$ cat config.mk
export PLATFORM = sky130hd
export DESIGN_NAME = retire_pc_check
export DESIGN_NICKNAME = d
export VERILOG_FILES = /design/src/rtl/rpc_pkg.sv /design/src/rtl/rpc_update_sel.sv /design/src/rtl/rpc_step_adder.sv /design/src/rtl/rpc_pc_compare.sv /design/src/rtl/retire_pc_check.sv
export SDC_FILE = /design/constraint.sdc
export NUM_CORES = 1
export LEC_CHECK = 0
export BUFFER_PORTS_ARGS = -buffer_cell sky130_fd_sc_hd__clkbuf_2
export CELL_PAD_IN_SITES_DETAIL_PLACEMENT = 1
export CELL_PAD_IN_SITES_GLOBAL_PLACEMENT = 1
export CORE_MARGIN = 4
export CORE_UTILIZATION = 33
export DETAILED_ROUTE_END_ITERATION = 16
export MAX_ROUTING_LAYER = met4
export PLACE_DENSITY_LB_ADDON = 0.25
export SYNTH_ARGS = -nofsm -noshare
export SYNTH_HDL_FRONTEND = slang
export SYNTH_SLANG_ARGS = --single-unit
$ cat constraint.sdc
create_clock -name clk -period 1.49 [get_ports clk]
set_input_delay 0.298 -clock clk [delete_from_list [all_inputs] [get_ports clk]]
set_output_delay 0.298 -clock clk [all_outputs]
set_load 0.005 [all_outputs]
$ cat src/rtl/rpc_pkg.sv
package rpc_pkg;

    localparam int unsigned RPC_PC_W        = 32;
    localparam int unsigned RPC_SHORT_BYTES = 2;
    localparam int unsigned RPC_LONG_BYTES  = 4;

    // How the expected address is updated this cycle, in priority order
    typedef enum logic [1:0] {
        UPD_HOLD  = 2'd0,
        UPD_SEQ   = 2'd1,
        UPD_XFER  = 2'd2,
        UPD_REDIR = 2'd3
    } upd_sel_e;

endpackage

$ cat src/rtl/rpc_update_sel.sv
module rpc_update_sel
    import rpc_pkg::*;
(
    input  logic     redir_valid,
    input  logic     cmt_valid,
    input  logic     cmt_xfer,
    output upd_sel_e sel_o
);

    always_comb begin
        if (redir_valid) begin
            sel_o = UPD_REDIR;
        end else if (cmt_valid && cmt_xfer) begin
            sel_o = UPD_XFER;
        end else if (cmt_valid) begin
            sel_o = UPD_SEQ;
        end else begin
            sel_o = UPD_HOLD;
        end
    end

endmodule

$ cat src/rtl/rpc_step_adder.sv
module rpc_step_adder #(
    parameter int unsigned PC_W        = 32,
    parameter int unsigned SHORT_BYTES = 2,
    parameter int unsigned LONG_BYTES  = 4
) (
    input  logic [PC_W-1:0] base_i,
    input  logic            wide_i,
    output logic [PC_W-1:0] sum_o
);

    localparam logic [PC_W-1:0] SHORT_INC = PC_W'(SHORT_BYTES);
    localparam logic [PC_W-1:0] LONG_INC  = PC_W'(LONG_BYTES);

    logic [PC_W-1:0] inc;

    always_comb begin
        inc   = wide_i ? LONG_INC : SHORT_INC;
        sum_o = base_i + inc;   // wraps modulo 2^PC_W
    end

endmodule

$ cat src/rtl/rpc_pc_compare.sv
module rpc_pc_compare #(
    parameter int unsigned PC_W   = 32,
    parameter int unsigned LANE_W = 8
) (
    input  logic [PC_W-1:0] a_i,
    input  logic [PC_W-1:0] b_i,
    output logic            differ_o
);

    localparam int unsigned NLANE = (PC_W + LANE_W - 1) / LANE_W;

    logic [NLANE-1:0] lane_diff;

    // Lane-wise xor reduction keeps the OR tree shallow
    for (genvar g = 0; g < NLANE; g++) begin : g_lane
        localparam int unsigned LO = g * LANE_W;
        localparam int unsigned HI = ((g + 1) * LANE_W > PC_W) ? PC_W - 1
                                                                : (g + 1) * LANE_W - 1;
        always_comb begin
            lane_diff[g] = |(a_i[HI:LO] ^ b_i[HI:LO]);
        end
    end

    always_comb begin
        differ_o = |lane_diff;
    end

endmodule

$ cat src/rtl/retire_pc_check.sv
module retire_pc_check
    import rpc_pkg::*;
#(
    parameter int unsigned    PC_W        = RPC_PC_W,
    parameter int unsigned    SHORT_BYTES = RPC_SHORT_BYTES,
    parameter int unsigned    LONG_BYTES  = RPC_LONG_BYTES,
    parameter logic [PC_W-1:0] RESET_PC   = PC_W'(32'h0000_0100)
) (
    input  logic            clk,
    input  logic            rst_n,
    input  logic            redir_valid,
    input  logic [PC_W-1:0] redir_pc,
    input  logic            cmt_valid,
    input  logic [PC_W-1:0] cmt_pc,
    input  logic            cmt_wide,
    input  logic            cmt_xfer,
    input  logic [PC_W-1:0] cmt_target,
    output logic            fault_o,
    output logic [PC_W-1:0] expect_pc_o
);

    localparam logic [PC_W-1:0] SHORT_STEP = PC_W'(SHORT_BYTES);
    localparam logic [PC_W-1:0] LONG_STEP  = PC_W'(LONG_BYTES);

    typedef struct packed {
        logic [PC_W-1:0] exp_pc;
        logic            fault;
    } chk_state_t;

    chk_state_t      state_d, state_q;
    upd_sel_e        sel;
    logic [PC_W-1:0] seq_pc;
    logic            pc_differs;

    rpc_update_sel u_sel (
        .redir_valid (redir_valid),
        .cmt_valid   (cmt_valid),
        .cmt_xfer    (cmt_xfer),
        .sel_o       (sel)
    );

    // Successor is built from the committed address itself (resync on fault)
    rpc_step_adder #(
        .PC_W        (PC_W),
        .SHORT_BYTES (SHORT_BYTES),
        .LONG_BYTES  (LONG_BYTES)
    ) u_add (
        .base_i (cmt_pc),
        .wide_i (cmt_wide),
        .sum_o  (seq_pc)
    );

    rpc_pc_compare #(
        .PC_W   (PC_W),
        .LANE_W (8)
    ) u_cmp (
        .a_i      (cmt_pc),
        .b_i      (state_q.exp_pc),
        .differ_o (pc_differs)
    );

    always_comb begin
        state_d       = state_q;
        state_d.fault = 1'b0;
        unique case (sel)
            UPD_REDIR: begin
                state_d.exp_pc = redir_pc;
            end
            UPD_XFER: begin
                state_d.exp_pc = cmt_target;
                state_d.fault  = pc_differs;
            end
            UPD_SEQ: begin
                state_d.exp_pc = seq_pc;
                state_d.fault  = pc_differs;
            end
            default: begin
            end
        endcase
    end

    always_ff @(posedge clk or negedge rst_n) begin
        if (!rst_n) begin
            state_q <= '{exp_pc: RESET_PC, fault: 1'b0};
        end else begin
            state_q <= state_d;
        end
    end

    assign fault_o     = state_q.fault;
    assign expect_pc_o = state_q.exp_pc;


    seq_step_chk: assert property (@(posedge clk) disable iff (!rst_n)
        cmt_valid && !redir_valid && !cmt_xfer |=>
            expect_pc_o == $past(cmt_pc) + ($past(cmt_wide) ? LONG_STEP : SHORT_STEP));


    xfer_load_chk: assert property (@(posedge clk) disable iff (!rst_n)
        cmt_valid && !redir_valid && cmt_xfer |=> expect_pc_o == $past(cmt_target));


    fault_source_chk: assert property (@(posedge clk) disable iff (!rst_n)
        fault_o |-> $past(cmt_valid) && !$past(redir_valid));


    fault_raise_chk: assert property (@(posedge clk) disable iff (!rst_n)
        cmt_valid && !redir_valid && cmt_pc != expect_pc_o |=> fault_o);


    match_quiet_chk: assert property (@(posedge clk) disable iff (!rst_n)
        cmt_valid && cmt_pc == expect_pc_o |=> !fault_o);


    redirect_load_chk: assert property (@(posedge clk) disable iff (!rst_n)
        redir_valid |=> expect_pc_o == $past(redir_pc) && !fault_o);


    idle_hold_chk: assert property (@(posedge clk) disable iff (!rst_n)
        !cmt_valid && !redir_valid |=> $stable(expect_pc_o) && !fault_o);

endmodule

==> impl_results.md, run 1 <==
* Run status: finished with violations
* Violated checks: setup timing
* Final instance count without filler cells at approximately 640
* Maximum resistive drop on vdd at roughly 0.00036 V
* Clk slew on worst S/H paths at around 0.080 ns
* HPWL after detailed placement at about 9400 um
* Post-synthesis sequential area ratio at between 20% and 30%
* Floorplan row count at 33
* Min cycle time layout at roughly 1.8 ns
* Leakage at 2.08 nW
* Syn nets at around 440
* Share of flip-flops with an asynchronous set or reset after synthesis at 100%
* IO Pins at around 140
* Nature of the critical path startpoint: input pin
* TritonCTS clock tree: done
* Fraction of power spent switching nets at a little over a third
* Area of the mapped netlist at between 2000 and 3000 um^2
* Vias at about 3500
* DRC violation count after routing at 0
* Total wire length after detailed routing at 13400 um
* Dominant synthesized flop cell: sky130_fd_sc_hd__dfrtp_1
* Maximum clock frequency at approximately 560 MHz
* Number of I/O port buffers at ~130
* Routability congestion estimate from global placement at approximately 0.85
* Number of antenna violations at the first check in global routing at 0
* Sum of negative setup slack at -4.55 ns
* Proportion of layout cells with a drive suffix above 1 at between 40% and 50%
* Setup repair after global routing missed its margin: true
* Yosys warning count at 0
* TritonCTS Buffers at 5
* Detailed Route Iter0 Violations at 163
* Seq pwr share at a little over a third
* Vias per Instance at approximately 5.4
* DIE WIDTH at 99.6 um
* Average detailed-routed wire length per instance at roughly 21 um
* Data arrival time of the critical path at just under 2 ns
* Post-synthesis register bit count at 33
* Clk Latency, worst-skew pair at ~0.3 ns
* Area post-placement at 4050 um^2
* Measured slew at the worst slew-check pin at around 0.47 ns
* Pin count of the biggest net entering global routing at 35
* Clock network power share at a little over a quarter
* MaxCap Viol Count at 0
* Synth-to-Final Area Change at 61.7%
* Total core area at 8180 um^2
* Max FO, Critical Path at 4
* Sequential cell area at roughly 830 um^2
* Post-route total power at between 3 and 4 mW
* Setup WS post-layout at -0.294 ns
* Crit Path Category: input pin to register
* EDFF count, synth at 0
* Leading cell type in the layout, fill and taps excluded: sky130_fd_sc_hd__clkbuf_2
* Area of the die at between 9000 and 10000 um^2
* Share of the cycle needed by the critical path after routing at 120%
* Wire length of the first global-routing pass at 18600 um
* Final Slew Violations at 0
* Nature of the critical path endpoint: register
* Largest buffer count on any clock path at 2
* Most frequent cells in the layout: sky130_fd_sc_hd__clkbuf_2 (132), sky130_fd_sc_hd__buf_4 (69), sky130_fd_sc_hd__xnor2_1 (39), sky130_fd_sc_hd__nand2_1 (39), sky130_fd_sc_hd__dfrtp_1 (32)
* DRT Pass-1 Iters at 5
* Area of the multi-input gates at 2060 um^2
* Placed insts at 618
* Number of antenna-violating nets in the routed design at 0
* Power per cell area at 671 nW/um^2
* Setup violations, final at 27
* Number of H-tree branching levels at 2
* Synthesized netlist cell count at approximately 330
* Die Ht at between 90 and 100 um
* Design area at roughly 4500 um^2
* Total Nets Final at between 600 and 700
* Initial Util at about 34%
* Net switching power figure at ~1.0 mW
* Proportion of power drawn by combinational gates at a little under two fifths
* Hold Fails Final Rpt at 0
* CTS Root Buffer Type: sky130_fd_sc_hd__clkbuf_8
* Global-route total usage across every layer at around 24%
* Final Skew at ~0.012 ns
* Number of filler instances in the final layout at approximately 1000
* Headroom to the max-slew limit at about 69%
* Mean Syn Cell Area at 8.34 um^2
* # diodes at 0
* Unique masters post-synth at 46
* Grt total ovfl at 0
* Via count of the first global-routing pass at 3554
* Req. time, crit path at roughly 1.6 ns
* Internal power contribution at 1.96 mW
* Hold buffer count at cts at 0
* Hold WC Path Type: input pin to asynchronous set/reset pin
* Count of clock tree sinks at 33
## synthesized netlist by cell type (2+ instances only)
cell,count,share of area (%)
sky130_fd_sc_hd__nand2_1,41,5.6
sky130_fd_sc_hd__xor2_1,16,5.1
sky130_fd_sc_hd__buf_4,2,0.54
sky130_fd_sc_hd__a211o_1,2,0.63
sky130_fd_sc_hd__nor4_1,3,0.68
sky130_fd_sc_hd__a22oi_1,2,0.54
sky130_fd_sc_hd__nand2b_1,5,1.1
sky130_fd_sc_hd__nor2b_1,21,4.7
sky130_fd_sc_hd__inv_1,6,0.81
sky130_fd_sc_hd__nand3_1,9,1.6
sky130_fd_sc_hd__a22o_1,2,0.63
sky130_fd_sc_hd__clkbuf_1,16,2.2
sky130_fd_sc_hd__and3_1,3,0.68
sky130_fd_sc_hd__a21oi_1,27,4.9
sky130_fd_sc_hd__ha_1,2,0.90
sky130_fd_sc_hd__nor2_1,9,1.2
sky130_fd_sc_hd__xnor2_1,43,14
sky130_fd_sc_hd__o21ai_0,19,3.4
sky130_fd_sc_hd__o21a_1,3,0.81
sky130_fd_sc_hd__nand4_1,17,3.8
sky130_fd_sc_hd__nor3_1,3,0.54
sky130_fd_sc_hd__and4_1,4,1.3
sky130_fd_sc_hd__dfrtp_1,32,29
sky130_fd_sc_hd__nand4_2,2,0.90
sky130_fd_sc_hd__o221ai_1,19,6.0
sky130_fd_sc_hd__mux2i_1,4,1.4
## power groups by stage
stage,Combinational [mW],Sequential [mW],Clock (mW)
2_1_floorplan,0.431,1.09,0
3_3_place_gp,0.977,1.10,0
3_5_place_dp,1.00,1.10,0
4_1_cts,1.03,1.08,0.796
5_1_grt,1.20,1.10,0.843
6_report,1.11,1.09,0.800
## through the flow
stage / util [%] / worst slack [ns] / hold slack (ns)
finish: 54.8 / -0.294 / 0.0355
detailed placement: 49.6 / -0.670 / 0.371
global route: 54.8 / -0.362 / 0.0763
global placement: 49.6 / -0.618 / 0.369
floorplan: - / -0.356 / 0.00241
CTS: 51.8 / -0.350 / 0.0565
## per-layer routing
| layer | vias up | track usage [%] | part of all wire [%] |
|---|---|---|---|
| met5 | - | - | 0 |
| met4 | 0 | 5.88 | 3.0 |
| met3 | 29 | 3.65 | 4.5 |
| met2 | 135 | 42.0 | 51 |
| met1 | 1711 | 30.0 | 41 |
| li1 | 1590 | - | - |
## final cells by class
cell class	count	area share, %
inverter	6	0.782
clock buffer	7	2.15
multi-input combinational	274	46.0
tap	105	2.93
sequential	33	18.5
clock inverter	1	0.112
timing repair buffer	212	29.6
## critical path, stage by stage
cell	delay (ns)
sky130_fd_sc_hd__clkbuf_16	0.14
sky130_fd_sc_hd__inv_12	0.05
sky130_fd_sc_hd__ha_4	0.12
sky130_fd_sc_hd__fa_2	0.20
sky130_fd_sc_hd__nand4_1	0.12
sky130_fd_sc_hd__buf_4	0.17
sky130_fd_sc_hd__nor4_4	0.16
sky130_fd_sc_hd__buf_6	0.18
sky130_fd_sc_hd__buf_6	0.11
sky130_fd_sc_hd__nand4_1	0.10
sky130_fd_sc_hd__xor2_1	0.17
sky130_fd_sc_hd__o221ai_1	0.14
## sequential cells by signal (all words and copies together), names as in the netlist
name	count
fault_o	1
expect_pc_o	32
## cells by family (layout without fill, tap and decap cells)
| kind of cell | count (synthesis) | after routing | synth area share [%] |
|---|---|---|---|
| and+or+nand+nor | 127 | 127 | 25.8 |
| adders and majority gates | 3 | 3 | 1.63 |
| muxes | 4 | 4 | 1.45 |
| buffers and inverters | 25 | 226 | 3.71 |
| xor gates and xnor gates | 59 | 59 | 18.7 |
| DFF | 33 | 33 | 29.9 |
| AOI/OAI and AO/OA | 81 | 81 | 18.8 |
## final timing paths
kind / startpoint / endpoint / slack (ns) / cells after the start
hold reg to reg: expect_pc_o[14] / expect_pc_o[14] / 0.56 / 2
hold / removal: rst_n / expect_pc_o[21] / 0.04 / 2
min in group clk: redir_pc[1] / expect_pc_o[1] / 0.21 / 3
max in group asynchronous: rst_n / expect_pc_o[8] / 1.10 / 2
setup reg to reg: expect_pc_o[13] / fault_o / 0.02 / 4
setup / recovery: cmt_wide / expect_pc_o[29] / -0.29 / 12
## repair_timing
item / 4_1_cts / 5_1_grt
buffers inserted: 4 / 9
setup endpoints to repair: 26 / 28
pin swaps: 13 / 32
cloned: 0 / 0
gates resized for setup: 13 / 36
Power figures use the tool's default switching activity.
==> run 2, diff against run 1 <==
Settings changed: SETUP_SLACK_MARGIN from default to 0.05.
==> run 2 against run 1 <==
- the flow still finishes with violations (setup timing)
- combinational power about the same
- register-to-register slack improved by 0.10 ns
- setup slack improved by 0.075 ns
- critical path type unchanged
- largest cell class unchanged
==> impl_results.md, run 2 (same netlist as run 1, synthesis figures left out) <==
* Area of the die at 9920 um^2 (unchanged)
* Data arrival time of the critical path at 1.88 ns (-0.06 ns)
* Number of filler instances in the final layout at 1016 (-2.4%)
* Vias per Instance at 5.31 (-2.3%)
* Headroom to the max-slew limit at 75.1% (+6.4 points)
* Hold Fails Final Rpt at 0 (unchanged)
* Max FFs per register at 32 (unchanged)
* Worst reg2reg startpoint: expect_pc_o[29]
* Crit Path Category: input pin to register
* Maximum resistive drop on vdd at 0.000361 V (+1.5%)
* Grt total ovfl at 0 (unchanged)
* Count of clock tree sinks at 33 (unchanged)
* Violated checks: setup timing
* Hold WC Path Type: input pin to register
* Pin count of the biggest net entering global routing at 28 (-20%)
* Routability congestion estimate from global placement at 0.901 (+5.6%)
* Average detailed-routed wire length per instance at 19.6 um (-7.0%)
* Final Slew Violations at 0 (unchanged)
* Total Nets Final at 626 (-1.7%)
* Leading cell type in the layout, fill and taps excluded: sky130_fd_sc_hd__clkbuf_2
* Max FO, Critical Path at 3 (-1)
* Total core area at 8180 um^2 (unchanged)
* Setup repair after global routing missed its margin: true
* HPWL after detailed placement at 9510 um (+0.96%)
* Largest buffer count on any clock path at 2 (unchanged)
* Measured slew at the worst slew-check pin at 0.373 ns (-0.0962 ns)
* Leakage at 2.03 nW (-2.4%)
* Min cycle time layout at 1.71 ns (-0.0753 ns)
* Setup violations, final at 25 (-7.4%)
* Total wire length after detailed routing at 12300 um (-8.6%)
* Run status: finished with violations
* Power per cell area at 678 nW/um^2 (+1.0%)
* Vias at 3327 (-4.0%)
* Clk slew on worst S/H paths at 0.07 ns (about the same)
* Global-route total usage across every layer at 25.0% (+0.67 points)
* Maximum clock frequency at 585 MHz (+4.4%)
* Initial Util at 33.9% (unchanged)
* Detailed Route Iter0 Violations at 77 (-53%)
* CTS Root Buffer Type: sky130_fd_sc_hd__clkbuf_8
* Source of the critical timing path: cmt_wide
* IO Pins at 135 (unchanged)
* Sum of negative setup slack at -2.69 ns (+1.86 ns)
* Area of the multi-input gates at 2030 um^2 (-1.2%)
* Wire length of the first global-routing pass at 19000 um (+2.3%)
* TritonCTS Buffers at 5 (unchanged)
* Most frequent cells in the layout: sky130_fd_sc_hd__clkbuf_2 (133), sky130_fd_sc_hd__buf_4 (62), sky130_fd_sc_hd__nand2_1 (40), sky130_fd_sc_hd__xnor2_1 (35), sky130_fd_sc_hd__dfrtp_1 (32)
* Via count of the first global-routing pass at 3692 (+3.9%)
* Req. time, crit path at 1.66 ns (+0.02 ns)
* Nature of the critical path startpoint: input pin
* Sequential cell area at 827 um^2 (unchanged)
* Share of the cycle needed by the critical path after routing at 115% (-5.1 points)
* Startpoint of the most critical hold path: redir_pc[0]
* MaxCap Viol Count at 0 (unchanged)
* Final Skew at 0.00765 ns (-0.00399 ns)
* Synth-to-Final Area Change at 57.3%
* Setup WS post-layout at -0.218 ns (+0.0753 ns)
* DRC violation count after routing at 0 (unchanged)
* DRT Pass-1 Iters at 4 (-1)
* Proportion of layout cells with a drive suffix above 1 at 47.5% (-1.3 points)
* Number of I/O port buffers at 134 (unchanged)
* Floorplan row count at 33 (unchanged)
* Clk Latency, worst-skew pair at 0.29 ns (about the same)
* Number of antenna-violating nets in the routed design at 0 (unchanged)
* Worst hold slack across all endpoints at 0.215 ns (+0.180 ns)
* TritonCTS clock tree: done
* Number of antenna violations at the first check in global routing at 0 (unchanged)
* Die Ht at 99.6 um (unchanged)
* Nature of the critical path endpoint: register
* DIE WIDTH at 99.6 um (unchanged)
* Post-route total power at 2.95 mW (-1.7%)
* # diodes at 0 (unchanged)
* Number of H-tree branching levels at 2 (unchanged)
## run 2: layout make-up
cell class | instances | share of cell area [%]
sequential | 33 | 19.0
tap | 105 | 3.02
timing repair buffer | 201 | 28.2
clock inverter | 1 | 0.115
clock buffer | 7 | 2.21
inverter | 6 | 0.804
multi-input combinational | 274 | 46.7
## run 2: worst max-delay path, stage by stage
cell and delay, ns:
sky130_fd_sc_hd__clkbuf_16 0.14, sky130_fd_sc_hd__inv_12 0.04, sky130_fd_sc_hd__ha_4 0.13, sky130_fd_sc_hd__fa_2 0.19
sky130_fd_sc_hd__nand4_1 0.17, sky130_fd_sc_hd__nor4_4 0.20, sky130_fd_sc_hd__buf_4 0.19, sky130_fd_sc_hd__nand3_2 0.08
sky130_fd_sc_hd__xnor2_1 0.14, sky130_fd_sc_hd__a221o_1 0.30
## run 2: metal layers
layer  global-route usage, %  wire length, um  up-vias
met5                       -                0        -
met4                    5.99              235        0
met3                    3.30              533       22
met2                    43.7             6430      109
met1                    30.6             5080     1628
li1                        -                -     1568
## run 2: timing repair
item,4_1_cts,5_1_grt
setup buffers,3,1
gates resized for setup,15,19
setup endpoints to repair,29,29
pin swaps,20,20
hold buffers,1,0
endpoints found under the hold margin,10,0
## run 2: path summary, 6_finish.rpt
kind / end / slack, ns / depth (start not counted)
min: expect_pc_o[0] / 0.22 / 3
min in group asynchronous: expect_pc_o[2] / 0.45 / 2
min reg2reg: expect_pc_o[4] / 0.57 / 2
max in group asynchronous: expect_pc_o[27] / 0.58 / 3
max: expect_pc_o[21] / -0.22 / 10
max reg2reg: fault_o / 0.12 / 4
## run 2: power breakdown
| group | internal [mW] | switching (mW) |
|---|---|---|
| sequential | 0.989 | 0.102 |
| clock | 0.419 | 0.368 |
| combinational | 0.545 | 0.532 |
| total | 1.95 | 1.00 |
## run 2: through the flow
step / std cells / utilization, % / area (um^2) / worst slack, ns
after global routing: 627 / 53.3 / 4360 / -0.296
final: 627 / 53.3 / 4360 / -0.218
after CTS: 626 / 51.9 / 4240 / -0.287
after global placement: 615 / 49.4 / 4040 / -0.618
after detailed placement: 615 / 49.4 / 4040 / -0.658
after floorplan: 332 / - / 2820 / -0.356
